[src/rtl/pmsc_pkg.sv]
package pmsc_pkg;

   typedef enum logic [2:0] {
      REG_CTRL    = 3'd0,
      REG_SMI_EN  = 3'd1,
      REG_SMI_STS = 3'd2,
      REG_EVT_LO  = 3'd3,
      REG_EVT_HI  = 3'd4,
      REG_FO_LOAD = 3'd5,
      REG_STP_LO  = 3'd6,
      REG_STP_HI  = 3'd7
   } reg_idx_e;

   localparam int CTRL_W      = 4;
   localparam int CTRL_GATE   = 0;
   localparam int CTRL_STP_EN = 1;
   localparam int CTRL_SCALE  = 2;
   localparam int CTRL_FREEZE = 3;

   localparam int N_SRC      = 8;
   localparam int SRC_IRQ1   = 0;
   localparam int SRC_IRQ3   = 1;
   localparam int SRC_IRQ4   = 2;
   localparam int SRC_IRQ8   = 3;
   localparam int SRC_IRQ12  = 4;
   localparam int SRC_EXPIRE = 5;
   localparam int SRC_EXT    = 6;
   localparam int SRC_CMDWR  = 7;

   localparam int EVT_W   = 32;
   localparam int EVT_NMI = 29;
   localparam int EVT_SMI = 31;
   // bits 0,1,3..15 (irq lines), 29 (nmi), 31 (smi assertion)
   localparam logic [EVT_W-1:0] EVT_VALID = 32'hA000_FFFB;

endpackage

[src/rtl/pmsc_edge.sv]
module pmsc_edge #(
   parameter int W           = 8,
   parameter int SYNC_STAGES = 0
) (
   input  logic         clk,
   input  logic         rst_n,
   input  logic [W-1:0] din,
   output logic [W-1:0] rise
);

   logic [W-1:0] sampled;
   logic [W-1:0] prev_q;

   generate
      if (SYNC_STAGES == 0) begin : g_direct
         assign sampled = din;
      end else begin : g_sync
         logic [W-1:0] stg_q [SYNC_STAGES];
         always_ff @(posedge clk or negedge rst_n) begin
            if (!rst_n) begin
               for (int i = 0; i < SYNC_STAGES; i++) stg_q[i] <= '0;
            end else begin
               stg_q[0] <= din;
               for (int i = 1; i < SYNC_STAGES; i++) stg_q[i] <= stg_q[i-1];
            end
         end
         assign sampled = stg_q[SYNC_STAGES-1];
      end
   endgenerate

   always_ff @(posedge clk or negedge rst_n) begin
      if (!rst_n) prev_q <= '0;
      else        prev_q <= sampled;
   end

   assign rise = sampled & ~prev_q;

endmodule

[src/rtl/pmsc_smi_core.sv]
module pmsc_smi_core #(
   parameter int N = 8
) (
   input  logic         clk,
   input  logic         rst_n,
   input  logic [N-1:0] src_evt,
   input  logic [N-1:0] src_en,
   input  logic         clr_we,
   input  logic [N-1:0] clr_mask,
   input  logic         gate,
   output logic [N-1:0] status,
   output logic         smi_rise,
   output logic         smi_n
);

   logic [N-1:0] sts_q;
   logic         act;
   logic         act_q;
   logic [N-1:0] clr_bits;

   assign clr_bits = clr_we ? clr_mask : '0;
   assign act      = gate & (|sts_q);

   always_ff @(posedge clk or negedge rst_n) begin
      if (!rst_n) begin
         sts_q <= '0;
         act_q <= 1'b0;
      end else begin
         sts_q <= (sts_q & ~clr_bits) | (src_evt & src_en);
         act_q <= act;
      end
   end

   assign status   = sts_q;
   assign smi_rise = act & ~act_q;
   assign smi_n    = ~act;

endmodule

[src/rtl/pmsc_idle_timer.sv]
module pmsc_idle_timer #(
   parameter int W = 16
) (
   input  logic         clk,
   input  logic         rst_n,
   input  logic         load_we,
   input  logic [W-1:0] load_val,
   input  logic         reload_evt,
   input  logic         freeze,
   output logic         expire
);

   localparam logic [W-1:0] RST_VAL = '1;

   logic [W-1:0] reload_q;
   logic [W-1:0] cnt_q;

   assign expire = (cnt_q == '0) && !freeze && !reload_evt && !load_we;

   always_ff @(posedge clk or negedge rst_n) begin
      if (!rst_n) begin
         reload_q <= RST_VAL;
         cnt_q    <= RST_VAL;
      end else if (load_we) begin
         reload_q <= load_val;
         cnt_q    <= load_val;
      end else if (reload_evt) begin
         cnt_q <= reload_q;
      end else if (!freeze) begin
         if (cnt_q == '0) cnt_q <= reload_q;
         else             cnt_q <= cnt_q - 1'b1;
      end
   end

endmodule

[src/rtl/pmsc_stop_gen.sv]
module pmsc_stop_gen #(
   parameter int W = 8
) (
   input  logic         clk,
   input  logic         rst_n,
   input  logic         stop_en,
   input  logic         scale_en,
   input  logic         cmd_rd,
   input  logic         wake_evt,
   input  logic [W-1:0] lo_dur,
   input  logic [W-1:0] hi_dur,
   output logic         clkstop_n
);

   localparam logic [W-1:0] ONE = W'(1);

   logic         stop_q;
   logic         phase_lo_q;
   logic [W-1:0] cnt_q;

   always_ff @(posedge clk or negedge rst_n) begin
      if (!rst_n) begin
         stop_q     <= 1'b0;
         phase_lo_q <= 1'b1;
         cnt_q      <= ONE;
      end else if (!stop_en || wake_evt) begin
         stop_q     <= 1'b0;
         phase_lo_q <= 1'b1;
      end else if (cmd_rd) begin
         stop_q     <= 1'b1;
         phase_lo_q <= 1'b1;
         cnt_q      <= lo_dur;
      end else if (stop_q) begin
         if (cnt_q <= ONE) begin
            phase_lo_q <= ~phase_lo_q;
            cnt_q      <= phase_lo_q ? hi_dur : lo_dur;
         end else begin
            cnt_q <= cnt_q - 1'b1;
         end
      end
   end

   assign clkstop_n = ~(stop_q & stop_en & (~scale_en | phase_lo_q));

endmodule

[src/rtl/pm_smi_ctrl.sv]
module pm_smi_ctrl
   import pmsc_pkg::*;
#(
   parameter int DATA_W      = 16,
   parameter int TMR_W       = 16,
   parameter int DUR_W       = 8,
   parameter int N_IRQ       = 16,
   parameter int SYNC_STAGES = 0
) (
   input  logic              clk,
   input  logic              rst_n,
   input  logic [N_IRQ-1:0]  irq,
   input  logic              nmi,
   input  logic              ext_smi,
   input  logic              cmd_rd,
   input  logic              cmd_wr,
   input  logic              cfg_we,
   input  logic [2:0]        cfg_addr,
   input  logic [DATA_W-1:0] cfg_wdata,
   output logic              smi_n,
   output logic              clkstop_n
);

   localparam int EDGE_W = N_IRQ + 2;
   localparam int LOW_IRQ = 16;

   generate
      if (DATA_W != 16) begin : g_bad_data_w
         $error("DATA_W must be 16");
      end
      if (N_IRQ < 13) begin : g_bad_n_irq
         $error("N_IRQ must be at least 13");
      end
      if (TMR_W < 2 || TMR_W > DATA_W) begin : g_bad_tmr_w
         $error("TMR_W must lie in 2..DATA_W");
      end
      if (DUR_W < 1 || DUR_W > DATA_W) begin : g_bad_dur_w
         $error("DUR_W must lie in 1..DATA_W");
      end
      if (SYNC_STAGES < 0 || SYNC_STAGES > 3) begin : g_bad_sync
         $error("SYNC_STAGES must lie in 0..3");
      end
   endgenerate

   // configuration state
   reg_idx_e          wsel;
   logic [CTRL_W-1:0] ctrl_q;
   logic [N_SRC-1:0]  smi_en_q;
   logic [EVT_W-1:0]  evt_en_q;
   logic [DUR_W-1:0]  lo_dur_q;
   logic [DUR_W-1:0]  hi_dur_q;

   assign wsel = reg_idx_e'(cfg_addr);

   always_ff @(posedge clk or negedge rst_n) begin
      if (!rst_n) begin
         ctrl_q   <= '0;
         smi_en_q <= '0;
         evt_en_q <= '0;
         lo_dur_q <= DUR_W'(1);
         hi_dur_q <= DUR_W'(1);
      end else begin
         if (cfg_we) begin
            case (wsel)
               REG_CTRL:   ctrl_q   <= cfg_wdata[CTRL_W-1:0];
               REG_SMI_EN: smi_en_q <= cfg_wdata[N_SRC-1:0];
               REG_EVT_LO: evt_en_q[DATA_W-1:0] <= cfg_wdata;
               REG_EVT_HI: evt_en_q[EVT_W-1:DATA_W] <= cfg_wdata;
               REG_STP_LO: lo_dur_q <= cfg_wdata[DUR_W-1:0];
               REG_STP_HI: hi_dur_q <= cfg_wdata[DUR_W-1:0];
               default: ;
            endcase
         end
         if (cmd_wr) ctrl_q[CTRL_STP_EN] <= 1'b0;
      end
   end

   // input edge detection
   logic [EDGE_W-1:0] rise_all;
   logic [N_IRQ-1:0]  irq_rise;
   logic              nmi_rise;
   logic              ext_rise;

   pmsc_edge #(.W(EDGE_W), .SYNC_STAGES(SYNC_STAGES)) u_edge (
      .clk   (clk),
      .rst_n (rst_n),
      .din   ({ext_smi, nmi, irq}),
      .rise  (rise_all)
   );

   assign irq_rise = rise_all[N_IRQ-1:0];
   assign nmi_rise = rise_all[N_IRQ];
   assign ext_rise = rise_all[N_IRQ+1];

   // interrupt sources
   logic [N_SRC-1:0] src_evt;
   logic             expire;
   logic [N_SRC-1:0] status;
   logic             smi_rise;

   assign src_evt[SRC_IRQ1]   = irq_rise[1];
   assign src_evt[SRC_IRQ3]   = irq_rise[3];
   assign src_evt[SRC_IRQ4]   = irq_rise[4];
   assign src_evt[SRC_IRQ8]   = irq_rise[8];
   assign src_evt[SRC_IRQ12]  = irq_rise[12];
   assign src_evt[SRC_EXPIRE] = expire;
   assign src_evt[SRC_EXT]    = ext_rise;
   assign src_evt[SRC_CMDWR]  = cmd_wr;

   pmsc_smi_core #(.N(N_SRC)) u_core (
      .clk      (clk),
      .rst_n    (rst_n),
      .src_evt  (src_evt),
      .src_en   (smi_en_q),
      .clr_we   (cfg_we && (wsel == REG_SMI_STS)),
      .clr_mask (cfg_wdata[N_SRC-1:0]),
      .gate     (ctrl_q[CTRL_GATE]),
      .status   (status),
      .smi_rise (smi_rise),
      .smi_n    (smi_n)
   );

   // system activity events
   logic [EVT_W-1:0] evt_raw;
   logic             evt_hit;

   for (genvar g = 0; g < LOW_IRQ; g++) begin : g_evt_irq
      if (g < N_IRQ) begin : g_line
         assign evt_raw[g] = irq_rise[g];
      end else begin : g_none
         assign evt_raw[g] = 1'b0;
      end
   end
   assign evt_raw[EVT_NMI-1:LOW_IRQ] = '0;
   assign evt_raw[EVT_NMI]           = nmi_rise;
   assign evt_raw[EVT_SMI-1]         = 1'b0;
   assign evt_raw[EVT_SMI]           = smi_rise;

   assign evt_hit = |(evt_raw & evt_en_q & EVT_VALID);

   pmsc_idle_timer #(.W(TMR_W)) u_timer (
      .clk        (clk),
      .rst_n      (rst_n),
      .load_we    (cfg_we && (wsel == REG_FO_LOAD)),
      .load_val   (cfg_wdata[TMR_W-1:0]),
      .reload_evt (evt_hit),
      .freeze     (ctrl_q[CTRL_FREEZE]),
      .expire     (expire)
   );

   pmsc_stop_gen #(.W(DUR_W)) u_stop (
      .clk       (clk),
      .rst_n     (rst_n),
      .stop_en   (ctrl_q[CTRL_STP_EN]),
      .scale_en  (ctrl_q[CTRL_SCALE]),
      .cmd_rd    (cmd_rd),
      .wake_evt  (evt_hit),
      .lo_dur    (lo_dur_q),
      .hi_dur    (hi_dur_q),
      .clkstop_n (clkstop_n)
   );

endmodule

[config.mk]
export PLATFORM = sky130hd
export DESIGN_NAME = pm_smi_ctrl
export DESIGN_NICKNAME = d
export VERILOG_FILES = /design/src/rtl/pmsc_pkg.sv /design/src/rtl/pmsc_edge.sv /design/src/rtl/pmsc_smi_core.sv /design/src/rtl/pmsc_idle_timer.sv /design/src/rtl/pmsc_stop_gen.sv /design/src/rtl/pm_smi_ctrl.sv
export SDC_FILE = /design/constraint.sdc
export NUM_CORES = 1
export LEC_CHECK = 0
export ABC_AREA = 1
export BUFFER_PORTS_ARGS = -buffer_cell sky130_fd_sc_hd__buf_4
export CORE_ASPECT_RATIO = 1.2
export CORE_MARGIN = 1.5
export CORE_UTILIZATION = 50
export CTS_CLUSTER_DIAMETER = 40
export DETAILED_ROUTE_END_ITERATION = 10
export PLACE_DENSITY = 0.68
export SLEW_MARGIN = 20
export SYNTH_ARGS = -nofsm -noshare
export SYNTH_HDL_FRONTEND = slang
export SYNTH_HIERARCHICAL = 1
export SYNTH_SLANG_ARGS = --single-unit
[constraint.sdc]
create_clock -name clk -period 2 [get_ports clk]
set_input_delay 0 -clock clk [delete_from_list [all_inputs] [get_ports clk]]
set_output_delay 0 -clock clk [all_outputs]
set_load 0.02 [all_outputs]
# Yosys cells after proc, flatten, opt, wreduce, memory -nomap -nowiden
# Index checks and enable logic that the tools add are counted.
dict set report word_totals {
  regBits 129
  in_bits 42
  out_inout_bits 2
  word_cells 91
}
dict set report classes {
  n_addsub 2
  magnitude_cmp 1
  n_eq_ne 8
  mux 18
  bitwise_logic 18
  n_reduce_logical 29
}
# operator count
set ops {}
lappend ops {{$mux W16} 4}
lappend ops {{$mux W8} 5}
lappend ops {{$and A32 B32 Y32} 1}
lappend ops {{$and A18 B18 Y18} 1}
lappend ops {{$not A18 Y18} 1}
lappend ops {{$reduce_and A2 Y1} 9}
lappend ops {{$reduce_or A17 Y1} 1}
lappend ops {{$and A8 B8 Y8} 2}
lappend ops {{$logic_not A16 Y1} 1}
lappend ops {{$sub A16 B1 Y16 const B} 1}
lappend ops {{$eq A3 B3 Y1 const B} 4}
lappend ops {{$le A8 B1 Y1 const B} 1}
lappend ops {{$not A8 Y8} 1}
lappend ops {{$or A8 B8 Y8} 1}
lappend ops {{$reduce_bool A2 Y1} 4}
lappend ops {{$reduce_or A8 Y1} 1}
lappend ops {{$sub A8 B1 Y8 const B} 1}
lappend ops {{$mux W1} 7}
lappend ops {{$eq A3 B2 Y1 const B} 2}
lappend ops {{$not A1 Y1} 6}
lappend ops {{$reduce_bool A3 Y1} 2}
lappend ops {{$logic_and A1 B1 Y1} 5}
lappend ops {{$and A1 B1 Y1} 4}
lappend ops {{$logic_not A1 Y1} 4}
lappend ops {{other kinds (6)} 7}

# Depth between registers and ports, before layout
# Gate-level depths: netlist of run 1.
dict set report logic_depth {
  depth_word 10
  ltp_mapped 16
  mapped_depth_nobuf 15
}

# Hierarchy
# The synthesis of run 1 kept the hierarchy.
# module n_inst cells_per_inst area_per_inst_um2 seq_area_each_um2
set modules_own_cells {}
lappend modules_own_cells {pmsc_idle_timer 1 290 1995.7 840.8}
lappend modules_own_cells {pm_smi_ctrl 1 212 1889.3 1128.6}
lappend modules_own_cells {pmsc_stop_gen 1 141 897.1 252.7}
lappend modules_own_cells {pmsc_edge 1 54 630.6 450.4}
lappend modules_own_cells {pmsc_smi_core 1 37 380.4 225.2}

# Least setup slack after synthesis of run 1
# OpenSTA, ideal clock, no wires.
dict set report synth_timing {
  path_kind {flip-flop to flip-flop}
  startpoint {reg u_core.sts_q[3] (netlist: u_core/status[3])}
  endpoint {reg u_timer.cnt_q[9]}
  setup_time_ns 0.067
  arrival_ns 1.764
  t_required_ns 1.933
  slack_ns 0.169
  path_stages_with_launch 17
  path_buffers 1
  synth_period_minus_slack_ns 1.831
  cell_sequence {dfrtp_1 -> nor2_1 -> nand2_1 -> nor2_2 -> nor3_1 -> nand2_1 -> nand3_1 -> nor2_1 -> nand3_1 -> nor2_1 -> nand2_1 -> inv_1 -> buf_2 -> a21oi_1 -> nand2_1 -> nor2_1 -> nor2_1}
}
dict set report synth_between {
  elab_chain_len 7
  word_cells_on_any_way 8
  cone_classes {eq/ne (1); mux (2); bitwise (3); reduce/logical (2)}
}
# item line
set synth_rtl {}
lappend synth_rtl {{start: declaration} pmsc_smi_core.sv:16} ;# logic [N-1:0] sts_q;
lappend synth_rtl {{start signal: assignment} pmsc_smi_core.sv:29} ;# sts_q <= (sts_q & ~clr_bits) | (src_evt & src_en);
lappend synth_rtl {{$reduce_or A8 Y1 (*)} pmsc_smi_core.sv:22} ;# assign act = gate & (|sts_q);
lappend synth_rtl {{$and A1 B1 Y1 (*)} pmsc_smi_core.sv:22}
lappend synth_rtl {{$and A1 B1 Y1 (*)} pmsc_smi_core.sv:35} ;# assign smi_rise = act & ~act_q;
lappend synth_rtl {{net smi_rise} pm_smi_ctrl.sv:99} ;# logic smi_rise;
lappend synth_rtl {{$and A32 B32 Y32 (*)} pm_smi_ctrl.sv:139} ;# assign evt_hit = |(evt_raw & evt_en_q & EVT_VALID);
lappend synth_rtl {{$reduce_or A17 Y1 (*)} pm_smi_ctrl.sv:139}
lappend synth_rtl {{net evt_hit} pm_smi_ctrl.sv:125} ;# logic evt_hit;
lappend synth_rtl {{$mux W16} pmsc_idle_timer.sv:27} ;# end else if (reload_evt) begin
lappend synth_rtl {{$mux W16} pmsc_idle_timer.sv:24} ;# end else if (load_we) begin
lappend synth_rtl {{end signal: assignment} pmsc_idle_timer.sv:26} ;# cnt_q <= load_val;
lappend synth_rtl {{end signal: assignment} pmsc_idle_timer.sv:28} ;# cnt_q <= reload_q;
lappend synth_rtl {{end signal: assignment} pmsc_idle_timer.sv:30} ;# if (cnt_q == '0) cnt_q <= reload_q;
lappend synth_rtl {{end: declaration} pmsc_idle_timer.sv:16} ;# logic [W-1:0] cnt_q;
# The timed path passes the listed nets; every way through them passes the cells marked *.
# A chain may end at the register's enable or synchronous reset.

# Worst setup path after layout of run 1
dict set report layout_timing {
  startpoint {reg u_core.sts_q[7] (netlist: u_core/status[7])}
  endpoint {reg u_stop.cnt_q[0]}
}
dict set report layout_between {
  elab_chain_len 8
}
# item line
set layout_rtl {}
lappend layout_rtl {{$reduce_or A8 Y1} pmsc_smi_core.sv:22}
lappend layout_rtl {{$and A1 B1 Y1} pmsc_smi_core.sv:22}
lappend layout_rtl {{$and A1 B1 Y1} pmsc_smi_core.sv:35}
lappend layout_rtl {{net smi_rise} pm_smi_ctrl.sv:99}
lappend layout_rtl {{$and A32 B32 Y32} pm_smi_ctrl.sv:139}
lappend layout_rtl {{$reduce_or A17 Y1} pm_smi_ctrl.sv:139}
lappend layout_rtl {{net evt_hit} pm_smi_ctrl.sv:125}
lappend layout_rtl {{$logic_or A1 B1 Y1} pmsc_stop_gen.sv:26} ;# end else if (!stop_en || wake_evt) begin
lappend layout_rtl {{$not A1 Y1 (no source line)} --}
lappend layout_rtl {{$reduce_and A2 Y1 (no source line)} --}
lappend layout_rtl {{end signal: assignment} pmsc_stop_gen.sv:32} ;# cnt_q <= lo_dur;
lappend layout_rtl {{end signal: assignment} pmsc_stop_gen.sv:36} ;# cnt_q <= phase_lo_q ? hi_dur : lo_dur;
lappend layout_rtl {{end signal: assignment} pmsc_stop_gen.sv:38} ;# cnt_q <= cnt_q - 1'b1;
lappend layout_rtl {{end: declaration} pmsc_stop_gen.sv:19} ;# logic [W-1:0] cnt_q;
# The timed path passes the listed nets, and every way through them passes these cells.

==> results of run 1 <==
==> power by group through the flow <==
stage | Combinational, W | Sequential (W) | Clock, W
final | 0.00223 | 0.00340 | 0.00309
after global routing | 0.00253 | 0.00348 | 0.00325
after CTS | 0.00209 | 0.00340 | 0.00315
after detailed placement | 0.00201 | 0.00343 | 0
after global placement | 0.00197 | 0.00341 | 0
after floorplan | 0.00151 | 0.00332 | 0
==> worst max-delay path, stage by stage, from the launching register on <==
cell	delay (ns)
dfrtp_1	0.39
nor2_1	0.11
nand2_1	0.07
nor2_2	0.14
nor3_2	0.07
nand2_1	0.07
nand3_2	0.07
nor2_2	0.14
nand3_2	0.14
buf_6	0.16
nor2_4	0.15
o21ai_4	0.14
a21oi_2	0.13
nand2_1	0.06
o21ai_1	0.07
==> sequential cells by signal (all words and copies together) (netlist names) <==
| name | cells |
|---|---|
| u_edge/prev_q | 17 |
| smi_en_q | 8 |
| u_timer/reload_q | 16 |
| u_core/status | 8 |
| ctrl_q | 4 |
| u_stop/cnt_q | 8 |
| u_stop/stop_q | 1 |
| hi_dur_q | 8 |
| u_stop/phase_lo_q | 1 |
| u_core/act_q | 1 |
| u_timer/cnt_q | 16 |
| evt_en_q | 17 |
| lo_dur_q | 8 |
==> worst paths after layout <==
path	start	endpoint	slack (ns)
hold reg to reg	u_timer/reload_q[0]$_DFFE_PN1P_	u_timer/reload_q[0]$_DFFE_PN1P_	0.48
max in group asynchronous	rst_n	smi_en_q[4]$_DFFE_PN0P_	0.90
setup / recovery	u_core/status[7]$_DFF_PN0_	u_stop/cnt_q[0]$_DFFE_PN1P_	0.03
hold / removal	cfg_addr[1]	lo_dur_q[0]$_DFFE_PN1P_	0.02
setup reg to reg	u_core/status[7]$_DFF_PN0_	u_stop/cnt_q[0]$_DFFE_PN1P_	0.03
min in group asynchronous	rst_n	evt_en_q[0]$_DFFE_PN0P_	0.12
==> through the flow <==
step                area, µm²  instances
finish                   7468        997
global route             7468        997
CTS                      7316        994
detailed placement       6295        922
global placement         6295        922
floorplan                5758        731
==> area by class of cell <==
cell class	instances	area [µm²]	share of cell area [%]
flip-flops and latches	113	2873	38.47
multi-input cells	504	2551	34.16
repair buffers	99	887.1	11.88
clock buffers	23	478.0	6.400
inverters	95	356.6	4.775
well taps	154	192.7	2.580
clock inverters	9	130.1	1.742
==> metal layers <==
metal | global-route usage (%) | vias up | wire length [µm]
li1 | - | 2491 | -
met1 | 29.63 | 2341 | 5707
met2 | 41.93 | 115 | 7104
met3 | 4.566 | 35 | 545
met4 | 11.02 | 0 | 379
met5 | 0 | - | 0
==> what timing repair did <==
action	CTS	global route
gates cloned	0	1
hold endpoints to repair	195	0
hold buffers	40	0
setup buffers	0	2
pin swaps	0	22
setup endpoints to repair	8	26
resized for setup	3	36
==> impl_metrics.toml, run 1 <==
[sta]
period_share_pct = 98.55
worst_pin_slew_ns = 0.6283
timing.final.ws_setup_ns = 0.02904
setup_viol = 0
holdWs_ns = 0.02430
timing.max_slew.rel_slack_pct = 57.98
hold_viol_final = 0
skew_ns = 0.007466
setup_tns_ns = 0
fin_crit_ns = 1.971
fmaxAchievable_mhz = 507.4
rsz0062_at_grt = "true"
slew_violations = 0

[finish]
final_common_cell = "nand2_1"
fin_util_pct = 67.04
antennaDiodeCount = 0
area_growth_pct = 29.70
fill_cells = 930
layout_common_cells = "214 x nand2_1, 87 x inv_1, 77 x dfrtp_1, 65 x nor2_1, 61 x o21ai_0"
nNetsFinal = 876
drive_gt1_share_pct = 24.67

[clock_network]
clockRootBuffer = "clkbuf_16"
cts_tree = "done"
cts_max_level = 4
cts_made_buffers = 17
clock-sinks = 113
insertion_delay_ns = 0.42
clkTransAtPathRegs_ns = 0.05
cts_max_path_buffers = 2

[global_route]
grt_pass1_wl_mm = 22.63
overflow = 0
grt_max_degree = 46
grt_pass1_vias = 4779
grt_usage_pct = 24.41
grt_antenna_before_repair = 0

[power_and_ir_drop]
switchingPower_w = 0.002761
intPower_w = 0.005953
clkPwrFrac_pct = 35.5
power_w = 0.008714
p_sw_share_pct = 31.68
leakage_nw = 3.664
pwr-share-comb_pct = 25.6
power_frac_seq_pct = 39.0
ir_drop_mv = 0.6179
power_density_nw_per_um2 = 1167

[floorplan]
initial_core_util_pct = 51.68
fp.dieArea_um2 = 12170
core_area_um2 = 11140
die_y_um = 120.6
io_pins = 44
die_x_um = 101.0
num_rows = 42

[placement]
place_congestion = 0.8538
hpwl_mm = 9.256
portBuffers = 42
post-place-ws_ns = -0.01847

[setup_path]
worstPathMaxFanout = 7
start_kind = "flip-flop"
ff2ff_path_depth = 14
crit_arrival_ns = 2.32
cp.required_ns = 2.35
end_kind = "flip-flop"
critPathKind = "reg -> reg"

[route]
drc_errors = 0
first_iter_violations = 251
final_antenna_net_count = 0
drtPass1Iterations = 5
viasPerCell = 4.997
routed_wirelength_mm = 13.74
vias = 4982
wl_per_cell_um = 13.78

[yosys]
syn_area_um2 = 5758
syn_area_per_cell_um2 = 7.877
synth_cells = 731
synth_warnings = 6
syn_nets = 777

[run]
cap_violations = 0

[worst_hold_path]
holdPathStages = 3
hold_path_class = "in -> reg"

[outcome]
status = "finished, final reports clean"
(Power assumes the default switching activity.)
==> run 2: changes to the inputs <==
ABC_AREA = not set   (was 1)
RECOVER_POWER = 25   (was not set)
==> run 2 against run 1 <==
Net effect:
- the run now ends with negative setup slack left
- clock skew increased by 0.0039 ns
- total power decreased by 0.20%
- first-iteration DRC count increased by 17%
- synthesized cell count decreased by 37%
- synthesized area decreased by 1.4%
- hold slack improved by 0.034 ns
- non-clock buffer count increased by 30
- utilization increased by 2.3 points
- register-to-register slack got worse by 0.54 ns
- clock power decreased by 6%
- via count decreased by 13%
- critical endpoint is now u_timer/cnt_q[8]$_DFFE_PN1P_
- largest power group unchanged
==> impl_metrics.toml, run 2 <==
[yosys]
syn_area_per_cell_um2 = 12.32
syn_nets = 507
synth_cells = 461
syn_area_um2 = 5678
synth_warnings = 6

[finish]
largest_registers = "evt_en_q (17), u_edge/prev_q (17)"
nNetsFinal = 637
layout_common_cells = "77 x dfrtp_1, 59 x buf_4, 38 x mux2_2, 37 x dlygate4sd3_1, 36 x dfstp_2"
final_common_cell = "dfrtp_1"
area_growth_pct = 34.80
antennaDiodeCount = 0
fin_util_pct = 69.35
seq_area_um2 = 2873
drive_gt1_share_pct = 45.36
fill_cells = 747
multi_input_area_um2 = 2860

[setup_path]
setup.worst_path.start = "u_core/status[2]$_DFF_PN0_"
crit_family = "simple AND/OR/NAND/NOR gates"
crit_arrival_ns = 2.84
cp_num_buf_inv = 2
endpoint = "u_timer/cnt_q[8]$_DFFE_PN1P_"
path_cells = "nor4_4 -> a21oi_2 -> a22oi_1 -> nand2_1 -> a221oi_2 -> nand3_2 -> nor2_4 -> buf_6 -> nand2_8 -> buf_6 -> a221o_1"
r2r-start = "u_core/status[2]$_DFF_PN0_"
worst_path_most_repeated_cell = "buf_6"
r2r-end = "u_timer/cnt_q[8]$_DFFE_PN1P_"
cp.required_ns = 2.33
start_kind = "flip-flop"
worstPathMaxFanout = 6
end_kind = "flip-flop"
path_depth = 11
r2r_slack_ns = -0.51
critPathKind = "reg -> reg"
ff2ff_path_depth = 11
crit_path_max_incr_delay_ns = 0.41
crit_slowest_cell = "dfrtp_1"

[floorplan]
io_pins = 44
die_y_um = 119.7
num_rows = 42
die_x_um = 100.3
initial_core_util_pct = 51.45
fp.dieArea_um2 = 12010
core_area_um2 = 11040

[power_and_ir_drop]
power_density_nw_per_um2 = 1136
leakage_nw = 3.316
ir_drop_mv = 0.8227
power_w = 0.008697

[route]
drc_errors = 0
routed_wirelength_mm = 14.25
wl_per_cell_um = 19.36
drtPass1Iterations = 5
final_antenna_net_count = 0
vias = 4356
viasPerCell = 5.918
first_iter_violations = 294

[global_route]
grt_antenna_before_repair = 0
overflow = 0
grt_usage_pct = 24.99
grt_max_degree = 44
grt_pass1_vias = 4373
grt_pass1_wl_mm = 22.82

[placement]
hpwl_mm = 9.046
place_congestion = 0.8404
portBuffers = 42

[clock_network]
clock-sinks = 113
cts_tree = "done"
cts_made_buffers = 17
cts_max_path_buffers = 2
clkTransAtPathRegs_ns = 0.05
insertion_delay_ns = 0.41
cts_max_level = 4
clockRootBuffer = "clkbuf_16"

[sta]
hold_viol_final = 0
timing.final.ws_setup_ns = -0.5088
fmaxAchievable_mhz = 398.6
fin_crit_ns = 2.509
worst_pin_slew_ns = 1.168
rsz0062_at_grt = "true"
setup_viol = 27
timing.max_slew.rel_slack_pct = 22.12
skew_ns = 0.01139
slew_violations = 0
period_share_pct = 125.4

[outcome]
violations = "negative setup slack"
status = "finished, violations left"

[worst_hold_path]
hold_path_class = "in -> reg"

[run]
cap_violations = 0
==> run 2: worst min-delay path by stage <==
stage	cells past startpoint	startpoint	slack, ns	endpoint
after floorplan	0	rst_n	-0.30	ctrl_q[0]$_DFFE_PN0P_
after global placement	1	rst_n	0.03	lo_dur_q[7]$_DFFE_PN0P_
after detailed placement	1	rst_n	0.04	lo_dur_q[7]$_DFFE_PN0P_
after CTS	3	irq[3]	0.03	u_core/status[1]$_DFF_PN0_
after global routing	3	cfg_addr[1]	0.07	ctrl_q[0]$_DFFE_PN0P_
final	3	cfg_addr[1]	0.06	ctrl_q[2]$_DFFE_PN0P_
==> run 2: per-layer routing <==
layer	track usage, %	vias to the layer above	part of all wire [%]
met3	4.426	30	3.6
met4	11.18	0	2.2
met2	41.62	124	52
li1	-	1979	-
met5	0	-	0
met1	31.74	2223	42
==> run 2: final cells by class <==
type                    count  area share (%)
clock buffers              22           6.065
clock inverters            10           1.455
inverters                  17          0.8664
multi-input cells         312           37.37
flip-flops and latches    113           37.53
well taps                 132           2.158
repair buffers            129           14.45
repair inverters            1         0.09809
==> run 2: timing repair <==
item,in CTS,in global routing
pin swaps,7,14
gates cloned,1,1
setup buffers,3,5
hold buffers,37,0
resized for setup,19,32
endpoints found under the hold margin,140,0
endpoints found under the setup margin,27,27
==> run 2: worst register-to-register path, cell delays in order (launching register included) <==
cell and delay, ns:
dfrtp_1 0.41, nor4_4 0.32, a21oi_2 0.10, a22oi_1 0.14
nand2_1 0.10, a221oi_2 0.20, nand3_2 0.21, nor2_4 0.24
buf_6 0.15, nand2_8 0.08, buf_6 0.17, a221o_1 0.31
==> run 2: power breakdown <==
group	switching [W]	internal, W
combinational	0.00106	0.00121
sequential	0.000550	0.00296
clock	0.00103	0.00189
total	0.00264	0.00605
==> run 2: per-stage QoR <==
step / TNS (ns) / std cells / hold slack, ns / area (µm²) / worst slack (ns)
after floorplan: -3.381 / 461 / -0.2956 / 5737 / -0.2129
after global placement: -8.324 / 657 / 0.03269 / 6417 / -0.3726
after detailed placement: -9.541 / 657 / 0.03582 / 6417 / -0.4546
after CTS: -10.85 / 730 / 0.02688 / 7491 / -0.4873
after global routing: -15.03 / 736 / 0.06506 / 7654 / -0.6533
final: -10.66 / 736 / 0.05817 / 7654 / -0.5088
==> run 3: changes to the inputs <==
ABC_AREA = 1   (was not set)
==> run 3 against run 2 <==
Net effect:
- the flow now finishes without violations
- worst setup slack better by 0.55 ns
- combinational power down 2%
- utilization down 2.5 points
- largest cell class unchanged
- largest power group unchanged
==> impl_metrics.toml, run 3 (same netlist as run 1, synthesis figures left out) <==
[global_route]
grt_pass1_wl_mm = 22.63
grt_pass1_vias = 4779
overflow = 0
top_usage_layer = "met2"
grt.met3_usage_pct = 4.566
grtUsageMet1_pct = 29.63
grt_max_degree = 46
met2_usage_pct = 41.93
grt_usage_pct = 24.41
grt_antenna_before_repair = 0

[floorplan]
io_pins = 44
die_y_um = 120.6
core_area_um2 = 11140
num_rows = 42
initial_core_util_pct = 51.68
fp.dieArea_um2 = 12170
die_x_um = 101.0

[setup_path]
cp_num_buf_inv = 1
ff2ff_path_depth = 14
worstPathMaxFanout = 7
worst_path_most_repeated_cell = "nand2_1"
crit_family = "simple AND/OR/NAND/NOR gates"
r2r-end = "u_stop/cnt_q[0]$_DFFE_PN1P_"
start_kind = "flip-flop"
crit_arrival_ns = 2.31
path_cells = "nor2_1 -> nand2_1 -> nor2_2 -> nor3_2 -> nand2_1 -> nand3_2 -> nor2_2 -> nand3_2 -> buf_6 -> nor2_4 -> o21ai_4 -> a21oi_2 -> nand2_1 -> o21ai_1"
critPathKind = "reg -> reg"
cp.required_ns = 2.35
r2r_slack_ns = 0.04
crit_path_max_incr_delay_ns = 0.39
crit_slowest_cell = "dfrtp_1"
r2r-start = "u_core/status[7]$_DFF_PN0_"
end_kind = "flip-flop"

[sta]
setup_viol = 0
rsz0062_at_grt = "true"
fmaxAchievable_mhz = 509.2
setup_tns_ns = 0
hold_viol_final = 0
worst_pin_slew_ns = 1.124
timing.final.ws_setup_ns = 0.03628
fin_crit_ns = 1.964
skew_ns = 0.007654
slew_violations = 0
holdWs_ns = 0.02694
period_share_pct = 98.19
timing.max_slew.rel_slack_pct = 25.04

[clock_network]
cts_max_level = 4
cts_made_buffers = 17
clockRootBuffer = "clkbuf_16"
cts_tree = "done"
clkTransAtPathRegs_ns = 0.05
clock-sinks = 113
insertion_delay_ns = 0.42
cts_max_path_buffers = 2

[outcome]
status = "finished, final reports clean"

[power_and_ir_drop]
power_density_nw_per_um2 = 1169
leakage_nw = 3.648
ir_drop_mv = 0.6180

[finish]
layout_common_cells = "214 x nand2_1, 87 x inv_1, 77 x dfrtp_1, 65 x nor2_1, 61 x o21ai_0"
stdcell_count = 997
largest_registers = "evt_en_q (17), u_edge/prev_q (17)"
drive_gt1_share_pct = 24.44
antennaDiodeCount = 0
area_growth_pct = 29.31
nNetsFinal = 876
final_common_cell = "nand2_1"

[placement]
hpwl_mm = 9.256
portBuffers = 42
post-place-ws_ns = -0.01847
placedCellCount = 922
place_congestion = 0.8538

[worst_hold_path]
holdPathStages = 3
hold_path_class = "in -> reg"
min_to = "lo_dur_q[0]$_DFFE_PN1P_"
min_from = "cfg_addr[1]"

[run]
cap_violations = 0

[route]
routed_wirelength_mm = 13.74
final_antenna_net_count = 0
wl_per_cell_um = 13.78
drtPass1Iterations = 5
drc_errors = 0
first_iter_violations = 277
viasPerCell = 4.993
vias = 4978
[run 3: cell count changes in the layout (fill, tap and decap cells not counted), moves of 25 or more]
cell / previous run / this run
nand2_1: 25 / 214
mux2_2: 38 / 0
buf_4: 59 / 34
nor2_1: 15 / 65
inv_1: 16 / 87
o21ai_0: 6 / 61
[run 3: timing repair]
action / CTS / global route
pin swaps: 0 / 22
resized for setup: 3 / 36
setup buffers: 0 / 2
endpoints found under the hold margin: 195 / 0
hold buffers: 40 / 0
endpoints found under the setup margin: 8 / 26
gates cloned: 0 / 1
[run 3: cell type report]
cell class                 count  area (µm²)
inverter                      95       356.6
multi-input combinational    504        2551
clock buffer                  23       478.0
clock inverter                 9       130.1
tap                          154       192.7
timing repair buffer          99       864.6
sequential                   113        2873
fill                         936        3695
[run 3: how the worst max path moves through the flow]
stage	from	slack [ns]	end	cells past startpoint
2_1_floorplan	u_core/status[3]$_DFF_PN0_	0.17	u_timer/cnt_q[9]$_DFFE_PN1P_	16
3_3_place_gp	u_core/status[1]$_DFF_PN0_	0.05	u_stop/cnt_q[1]$_DFFE_PN0P_	14
3_5_place_dp	u_core/status[1]$_DFF_PN0_	-0.02	u_stop/cnt_q[0]$_DFFE_PN1P_	14
4_1_cts	u_core/status[3]$_DFF_PN0_	0.004	u_timer/cnt_q[12]$_DFFE_PN1P_	14
5_1_grt	u_core/status[4]$_DFF_PN0_	-0.14	u_stop/cnt_q[0]$_DFFE_PN1P_	14
6_report	u_core/status[7]$_DFF_PN0_	0.04	u_stop/cnt_q[0]$_DFFE_PN1P_	14
[run 3: worst register-to-register path, stage by stage (launching register included)]
cell and delay [ns]:
dfrtp_1 0.39, nor2_1 0.11, nand2_1 0.07, nor2_2 0.14, nor3_2 0.06, nand2_1 0.07, nand3_2 0.07, nor2_2 0.14
nand3_2 0.14, buf_6 0.16, nor2_4 0.15, o21ai_4 0.14, a21oi_2 0.13, nand2_1 0.06, o21ai_1 0.07
[run 3: power breakdown]
| group | leakage [nW] | total (W) | internal [W] | switching [W] |
|---|---|---|---|---|
| sequential | 1.32 | 0.00340 | 0.00298 | 0.000416 |
| clock | 0.297 | 0.00309 | 0.00205 | 0.00104 |
| combinational | 2.03 | 0.00222 | 0.000914 | 0.00130 |
| total | 3.65 | 0.00871 | 0.00595 | 0.00276 |
[run 3: metal layers]
layer  part of all wire [%]  vias up  wire (µm)
met5                      0        -          0
met4                    2.7        0        375
met3                    4.1       32        564
met2                     52      113       7131
met1                     41     2339       5665
li1                       -     2494          -
[run 3: stage by stage]
stage / total power (W) / area (µm²) / util, %
after global routing: 0.009254 / 7446 / 66.84
final: 0.008707 / 7446 / 66.84
after floorplan: 0.004834 / 5758 / -
after detailed placement: 0.005433 / 6295 / 56.50
after global placement: 0.005377 / 6295 / 56.50
after CTS: 0.008636 / 7316 / 65.67
